**src/rtl/banked_rf_pkg.sv**
```systemverilog
package banked_rf_pkg;
  typedef enum logic [1:0] {
    EVT_NONE,
    EVT_INTR,
    EVT_RET,
    EVT_SW
  } bank_evt_e;
endpackage

```
**src/rtl/rf_bank_ctrl.sv**
```systemverilog
module rf_bank_ctrl
  import banked_rf_pkg::*;
(
  input  logic clk_i,
  input  logic rst_ni,
  input  logic intr_take_i,
  input  logic intr_ret_i,
  input  logic bank_sw_i,
  input  logic bank_sw_sel_i,
  output logic bank_o,
  output logic saved_bank_o
);
  bank_evt_e evt;
  logic      bank_q, saved_q;

  // interrupt entry outranks return, return outranks switch
  always_comb begin
    if (intr_take_i)     evt = EVT_INTR;
    else if (intr_ret_i) evt = EVT_RET;
    else if (bank_sw_i)  evt = EVT_SW;
    else                 evt = EVT_NONE;
  end

  always_ff @(posedge clk_i or negedge rst_ni) begin
    if (!rst_ni) begin
      bank_q  <= 1'b0;
      saved_q <= 1'b0;
    end else begin
      unique case (evt)
        EVT_INTR: begin
          saved_q <= bank_q;
          bank_q  <= 1'b0;
        end
        EVT_RET:  bank_q <= saved_q;
        EVT_SW:   bank_q <= bank_sw_sel_i;
        default:  ;
      endcase
    end
  end

  assign bank_o       = bank_q;
  assign saved_bank_o = saved_q;
endmodule

```
**src/rtl/rf_addr_map.sv**
```systemverilog
module rf_addr_map #(
  parameter int ADDR_W   = 5,
  parameter int PHYS_W   = 6,
  parameter int NUM_REGS = 32,
  parameter int BANK_LO  = 16,
  parameter int BANK_HI  = 31
) (
  input  logic [ADDR_W-1:0] addr_i,
  input  logic              bank_i,
  output logic [PHYS_W-1:0] phys_o
);
  logic in_window;

  assign in_window = (addr_i >= ADDR_W'(BANK_LO)) && (addr_i <= ADDR_W'(BANK_HI));

  // bank 1 copies of the window sit after the architectural registers
  assign phys_o = (in_window && bank_i)
                ? PHYS_W'(NUM_REGS) + PHYS_W'(addr_i) - PHYS_W'(BANK_LO)
                : PHYS_W'(addr_i);
endmodule

```
**src/rtl/rf_storage.sv**
```systemverilog
module rf_storage #(
  parameter int DATA_W = 32,
  parameter int PHYS_N = 48,
  parameter int PHYS_W = 6,
  parameter int N_RD   = 2
) (
  input  logic                         clk_i,
  input  logic                         rst_ni,
  input  logic                         wr_en_i,
  input  logic [PHYS_W-1:0]            wr_phys_i,
  input  logic [DATA_W-1:0]            wr_data_i,
  input  logic                         wr_tag_i,
  input  logic [N_RD-1:0][PHYS_W-1:0]  rd_phys_i,
  output logic [N_RD-1:0][DATA_W-1:0]  rd_data_o,
  output logic [N_RD-1:0]              rd_tag_o
);
  logic [DATA_W-1:0] data_q [PHYS_N];
  logic              tag_q  [PHYS_N];

  always_ff @(posedge clk_i or negedge rst_ni) begin
    if (!rst_ni) begin
      for (int i = 0; i < PHYS_N; i++) begin
        data_q[i] <= '0;
        tag_q[i]  <= 1'b0;
      end
    end else if (wr_en_i) begin
      data_q[wr_phys_i] <= wr_data_i;
      tag_q[wr_phys_i]  <= wr_tag_i;
    end
  end

  for (genvar p = 0; p < N_RD; p++) begin : g_rd
    assign rd_data_o[p] = data_q[rd_phys_i[p]];
    assign rd_tag_o[p]  = tag_q[rd_phys_i[p]];
  end
endmodule

```
**src/rtl/banked_gpr_file.sv**
```systemverilog
module banked_gpr_file #(
  parameter int DATA_W   = 32,
  parameter int NUM_REGS = 32,
  parameter int BANK_LO  = 16,
  parameter int BANK_HI  = 31,
  localparam int ADDR_W  = $clog2(NUM_REGS)
) (
  input  logic              clk_i,
  input  logic              rst_ni,
  input  logic [ADDR_W-1:0] rd_a_addr_i,
  output logic [DATA_W-1:0] rd_a_data_o,
  output logic              rd_a_tag_o,
  input  logic [ADDR_W-1:0] rd_b_addr_i,
  output logic [DATA_W-1:0] rd_b_data_o,
  output logic              rd_b_tag_o,
  input  logic              wr_en_i,
  input  logic [ADDR_W-1:0] wr_addr_i,
  input  logic [DATA_W-1:0] wr_data_i,
  input  logic              wr_tag_i,
  input  logic              intr_take_i,
  input  logic              intr_ret_i,
  input  logic              bank_sw_i,
  input  logic              bank_sw_sel_i,
  output logic              bank_o,
  output logic              saved_bank_o
);
  localparam int BANK_CNT = BANK_HI - BANK_LO + 1;
  localparam int PHYS_N   = NUM_REGS + BANK_CNT;
  localparam int PHYS_W   = $clog2(PHYS_N);
  localparam int N_PORTS  = 3;  // two reads, then the write

  logic                          bank;
  logic [N_PORTS-1:0][ADDR_W-1:0] arch_addr;
  logic [N_PORTS-1:0][PHYS_W-1:0] phys_addr;
  logic [1:0][DATA_W-1:0]         rd_data;
  logic [1:0]                     rd_tag;
  logic                           wr_ok;

  rf_bank_ctrl u_ctrl (
    .clk_i        (clk_i),
    .rst_ni       (rst_ni),
    .intr_take_i  (intr_take_i),
    .intr_ret_i   (intr_ret_i),
    .bank_sw_i    (bank_sw_i),
    .bank_sw_sel_i(bank_sw_sel_i),
    .bank_o       (bank),
    .saved_bank_o (saved_bank_o)
  );

  assign arch_addr[0] = rd_a_addr_i;
  assign arch_addr[1] = rd_b_addr_i;
  assign arch_addr[2] = wr_addr_i;

  for (genvar p = 0; p < N_PORTS; p++) begin : g_map
    rf_addr_map #(
      .ADDR_W  (ADDR_W),
      .PHYS_W  (PHYS_W),
      .NUM_REGS(NUM_REGS),
      .BANK_LO (BANK_LO),
      .BANK_HI (BANK_HI)
    ) u_map (
      .addr_i(arch_addr[p]),
      .bank_i(bank),
      .phys_o(phys_addr[p])
    );
  end

  // register 0 is never stored, so it keeps its reset value of zero
  assign wr_ok = wr_en_i && (wr_addr_i != '0);

  rf_storage #(
    .DATA_W(DATA_W),
    .PHYS_N(PHYS_N),
    .PHYS_W(PHYS_W),
    .N_RD  (2)
  ) u_store (
    .clk_i    (clk_i),
    .rst_ni   (rst_ni),
    .wr_en_i  (wr_ok),
    .wr_phys_i(phys_addr[2]),
    .wr_data_i(wr_data_i),
    .wr_tag_i (wr_tag_i),
    .rd_phys_i(phys_addr[1:0]),
    .rd_data_o(rd_data),
    .rd_tag_o (rd_tag)
  );

  assign rd_a_data_o = rd_data[0];
  assign rd_a_tag_o  = rd_tag[0];
  assign rd_b_data_o = rd_data[1];
  assign rd_b_tag_o  = rd_tag[1];
  assign bank_o      = bank;
endmodule

```
**config.mk**
```make
export PLATFORM = sky130hd
export DESIGN_NAME = banked_gpr_file
export DESIGN_NICKNAME = d
export VERILOG_FILES = /design/src/rtl/banked_rf_pkg.sv /design/src/rtl/rf_bank_ctrl.sv /design/src/rtl/rf_addr_map.sv /design/src/rtl/rf_storage.sv /design/src/rtl/banked_gpr_file.sv
export SDC_FILE = /design/constraint.sdc
export NUM_CORES = 2
export LEC_CHECK = 0
export CAP_MARGIN = 0
export CORE_MARGIN = 3
export CORE_UTILIZATION = 55
export DETAILED_ROUTE_END_ITERATION = 8
export GPL_TIMING_DRIVEN = 1
export PLACE_DENSITY = 0.82
export SETUP_SLACK_MARGIN = 0.5
export SYNTH_ARGS = -nofsm -noshare
export SYNTH_HDL_FRONTEND = slang
export SYNTH_HIERARCHICAL = 1
export SYNTH_SLANG_ARGS = --single-unit
export TNS_END_PERCENT = 10
```
**constraint.sdc**
```tcl
create_clock -name clk_i -period 3.62 [get_ports clk_i]
set_input_delay 0.543 -clock clk_i [delete_from_list [all_inputs] [get_ports clk_i]]
set_output_delay 0.543 -clock clk_i [all_outputs]
set_load 0.02 [all_outputs]
```
==> impl_metrics.xml <==
<?xml version="1.0" encoding="UTF-8"?>
<metrics>
  <group name="setup_path">
    <metric name="worstPathBufferInverterCount" unit="">3</metric>
    <metric name="arrival" unit="ps">3050</metric>
    <metric name="cp_data_required_time" unit="ps">3080</metric>
    <metric name="crit_path_cell_trace" unit="">and2_4, ha_4, nand2b_4, buf_12, buf_16, a21oi_1, a211o_1, clkdlybuf4s15_2</metric>
    <metric name="critical_path.max_fanout" unit="">6</metric>
    <metric name="cp-end-kind" unit="">output pin</metric>
    <metric name="start_to_end_type_of_the_worst_setup_path" unit="">reg2out</metric>
    <metric name="critPathTopFamily" unit="">buffers and inverters</metric>
    <metric name="crit_path_max_incr_delay" unit="ps">530</metric>
    <metric name="cp-start-kind" unit="">register</metric>
    <metric name="cp_slowest_cell" unit="">dfrtp_2</metric>
  </group>
  <group name="floorplan">
    <metric name="design.die.area" unit="um2">156000</metric>
    <metric name="die_width" unit="um">395</metric>
    <metric name="top_level_ports" unit="">123</metric>
    <metric name="std_cell_rows" unit="">142</metric>
    <metric name="floorplan.core_area" unit="um2">150000</metric>
    <metric name="floorplan.initialDensity" unit="%">55.4</metric>
    <metric name="die-height" unit="um">395</metric>
  </group>
  <group name="sta">
    <metric name="setup_slack" unit="ps">29.8</metric>
    <metric name="setup_viol" unit="">0</metric>
    <metric name="fin_worst_hold_slack" unit="ps">301</metric>
    <metric name="worst_clock_skew_on_the_final_layout" unit="ps">38.4</metric>
    <metric name="slew-limit-headroom" unit="%">27.1</metric>
    <metric name="clock.fmax" unit="MHz">279</metric>
    <metric name="timing.final.max_slew_violations" unit="">0</metric>
    <metric name="finalCriticalPeriod" unit="ps">3590</metric>
    <metric name="worstMarginPinSlew" unit="ps">1090</metric>
    <metric name="hold_viol_final" unit="">0</metric>
    <metric name="rsz0062_at_grt" unit="">yes</metric>
    <metric name="min_period_over_period" unit="%">99.2</metric>
  </group>
  <group name="clock_tree">
    <metric name="cts_htree_levels" unit="">4</metric>
    <metric name="cts_root_buffer" unit="">clkbuf_16</metric>
    <metric name="clk-insertion-delay-late" unit="ps">820</metric>
    <metric name="cts_inserted_buffers" unit="">166</metric>
    <metric name="cts_tree" unit="">yes</metric>
    <metric name="cts.clk_slew.worst_paths" unit="ps">50</metric>
    <metric name="clk_path_buf_depth" unit="">3</metric>
    <metric name="clock-sinks" unit="">1586</metric>
  </group>
  <group name="yosys">
    <metric name="synth.yosys.seq_area_share" unit="%">47.7</metric>
    <metric name="synth_fp_nets" unit="">5301</metric>
    <metric name="synthCells" unit="">5243</metric>
    <metric name="post_synth_num_cell_types" unit="">34</metric>
    <metric name="synth.avg_cell_area" unit="um2">15.9</metric>
    <metric name="synth_largest_area_cell" unit="">dfrtp_1</metric>
    <metric name="cell_with_the_most_instances_after_synthesis" unit="">dfrtp_1</metric>
    <metric name="yosys-top-cells-count" unit="">1586 x dfrtp_1, 1585 x mux2_2, 842 x mux4_2, 338 x clkbuf_1, 296 x a22oi_1</metric>
    <metric name="synth_top_cells_by_area" unit="">dfrtp_1 48%, mux4_2 23%, mux2_2 21%</metric>
    <metric name="synth_seq_cells" unit="">1586</metric>
    <metric name="ys_dominant_reg_cell" unit="">dfrtp_1</metric>
    <metric name="synthArstFlopShare" unit="%">100</metric>
    <metric name="yosysTopAreaCellShare" unit="%">47.7</metric>
    <metric name="synth_edf_count" unit="">0</metric>
    <metric name="number_of_warnings_reported_in_the_yosys_synthesis_log" unit="">6</metric>
    <metric name="post_synth_instance_area" unit="um2">83200</metric>
  </group>
  <group name="layout">
    <metric name="multiInputGateArea" unit="um2">41900</metric>
    <metric name="area_growth_syn_to_layout" unit="%">17.6</metric>
    <metric name="register_area" unit="um2">39700</metric>
    <metric name="drive_gt1_share" unit="%">62.0</metric>
    <metric name="finalNetCount" unit="">5517</metric>
    <metric name="fillers" unit="">9749</metric>
  </group>
  <group name="detailed_routing">
    <metric name="antenna_violating_nets_post_route" unit="">0</metric>
    <metric name="routedWlPerCell" unit="um">35.6</metric>
    <metric name="vias" unit="">55300</metric>
    <metric name="drt-total-wl" unit="mm">270</metric>
    <metric name="drt_iter0_markers" unit="">6383</metric>
    <metric name="first_pass_iters" unit="">6</metric>
    <metric name="detail_route.drc_violations" unit="">0</metric>
    <metric name="viasPerCell" unit="">7.27</metric>
  </group>
  <group name="place">
    <metric name="dpl_worst_slack" unit="ps">-325</metric>
    <metric name="port_bufs" unit="">122</metric>
    <metric name="finalWeightedCongestion" unit="">0.897</metric>
    <metric name="detailedPlacementHpwl" unit="mm">172</metric>
  </group>
  <group name="global_route">
    <metric name="groute.usage.overall" unit="%">35.0</metric>
    <metric name="grt.overflow.total" unit="">0</metric>
    <metric name="antenna_found_initial" unit="">8</metric>
    <metric name="grt_first_pass_wirelength" unit="mm">399</metric>
    <metric name="grt_start_max_net_pins" unit="">125</metric>
    <metric name="first_global_vias" unit="">58400</metric>
  </group>
  <group name="job">
    <metric name="maxCapViolations" unit="">0</metric>
  </group>
  <group name="power_and_ir_drop">
    <metric name="vdd_ir_drop_max" unit="mV">0.540</metric>
    <metric name="power_density" unit="nW/um2">512</metric>
    <metric name="leakage" unit="nW">42.7</metric>
  </group>
  <group name="outcome">
    <metric name="run_status" unit="">complete, no violations</metric>
  </group>
  <group name="min_path">
    <metric name="worstHoldPathType" unit="">in2reg</metric>
  </group>
</metrics>
[worst paths after layout]
path | end | depth (start not counted) | start | slack, ps
worst min-delay path | u_ctrl/bank_o$_DFFE_PN0P_ | 2 | intr_take_i | 300
worst max register to register | u_store/data_q[456]$_DFFE_PN0P_ | 8 | u_ctrl/bank_o$_DFFE_PN0P_ | 560
worst max-delay path | rd_b_data_o[4] | 8 | u_ctrl/bank_o$_DFFE_PN0P_ | 30
max in group asynchronous | u_store/data_q[1299]$_DFFE_PN0P_ | 3 | rst_ni | 2030
min in group asynchronous | u_store/data_q[1286]$_DFFE_PN0P_ | 2 | rst_ni | 430
worst min register to register | u_store/data_q[1190]$_DFFE_PN0P_ | 1 | u_store/data_q[1190]$_DFFE_PN0P_ | 520
[stage by stage]
stage	area [um2]	utilization, %	instances	TNS (ps)	total power, mW
finish	97900	65.2	7606	0	50.1
global route	97900	65.2	7603	0	51.8
CTS	97700	65.1	7588	0	50.1
detailed placement	91100	60.7	7279	-4830	32.6
global placement	91100	60.7	7279	-5840	31.9
floorplan	83200	-	5243	0	28.8
[sequential cells by signal, indices dropped and copies added (netlist names)]
| name | flops |
|---|---|
| u_store/data_q | 1536 |
| u_store/tag_q | 48 |
| u_ctrl/bank_o | 1 |
| u_ctrl/saved_bank_o | 1 |
[what timing repair did]
item | CTS | global route
hold buffers | 1 | 0
hold endpoints to repair | 87 | 0
pin swaps | 51 | 4
buffers inserted | 9 | 13
gates cloned | 5 | 0
gates resized for setup | 462 | 8
setup endpoints to repair | 68 | 66
[logic make-up (layout without fill, tap and decap cells)]
logic type                 after synthesis  count (layout)  share of synthesized area (%)
AOI/OAI and AO/OA                      496             496                           4.11
adders and majority gates                3               3                         0.0451
buffers and inverters                  611             953                           3.16
DFF                                   1586            1586                           47.7
muxes                                 2428            2428                           44.2
other                                    0               5                              0
and+or+nand+nor                        119             119                          0.743
[area by class of cell]
class                      count  share of cell area [%]
timing repair buffer         658                    8.47
sequential                  1586                    40.5
antenna                        5                  0.0128
multi-input combinational   3046                    42.8
clock buffer                 248                    4.97
inverter                       1                 0.00383
tap                         2016                    2.58
clock inverter                46                   0.622
[where the power goes]
part	switching, mW	leakage [nW]	internal [mW]
registers	2.05	20.9	20.4
clock network	7.38	2.68	9.88
logic	4.31	19.1	6.08
total	13.7	42.7	36.4
[cells in the final DEF, fill, tap and decap left out, types with 40 or more instances in the layout]
cell	n
clkbuf_1	42
buf_6	61
mux2_2	1585
a22oi_1	295
clkbuf_16	166
buf_4	300
mux4_2	842
a21oi_1	72
buf_12	223
a21oi_2	46
a211o_1	42
clkbuf_8	40
dfrtp_1	1585
clkdlybuf4s50_1	46
[metal layers]
layer  vias up  global-route usage [%]  share of wire [%]
met4         2                    21.0                6.9
li1      21100                       -                  -
met2      3843                    51.9                 45
met5         -                       0             0.0026
met3      1028                    12.3                 13
met1     29400                    44.5                 35
Power figures use the tool's default switching activity.
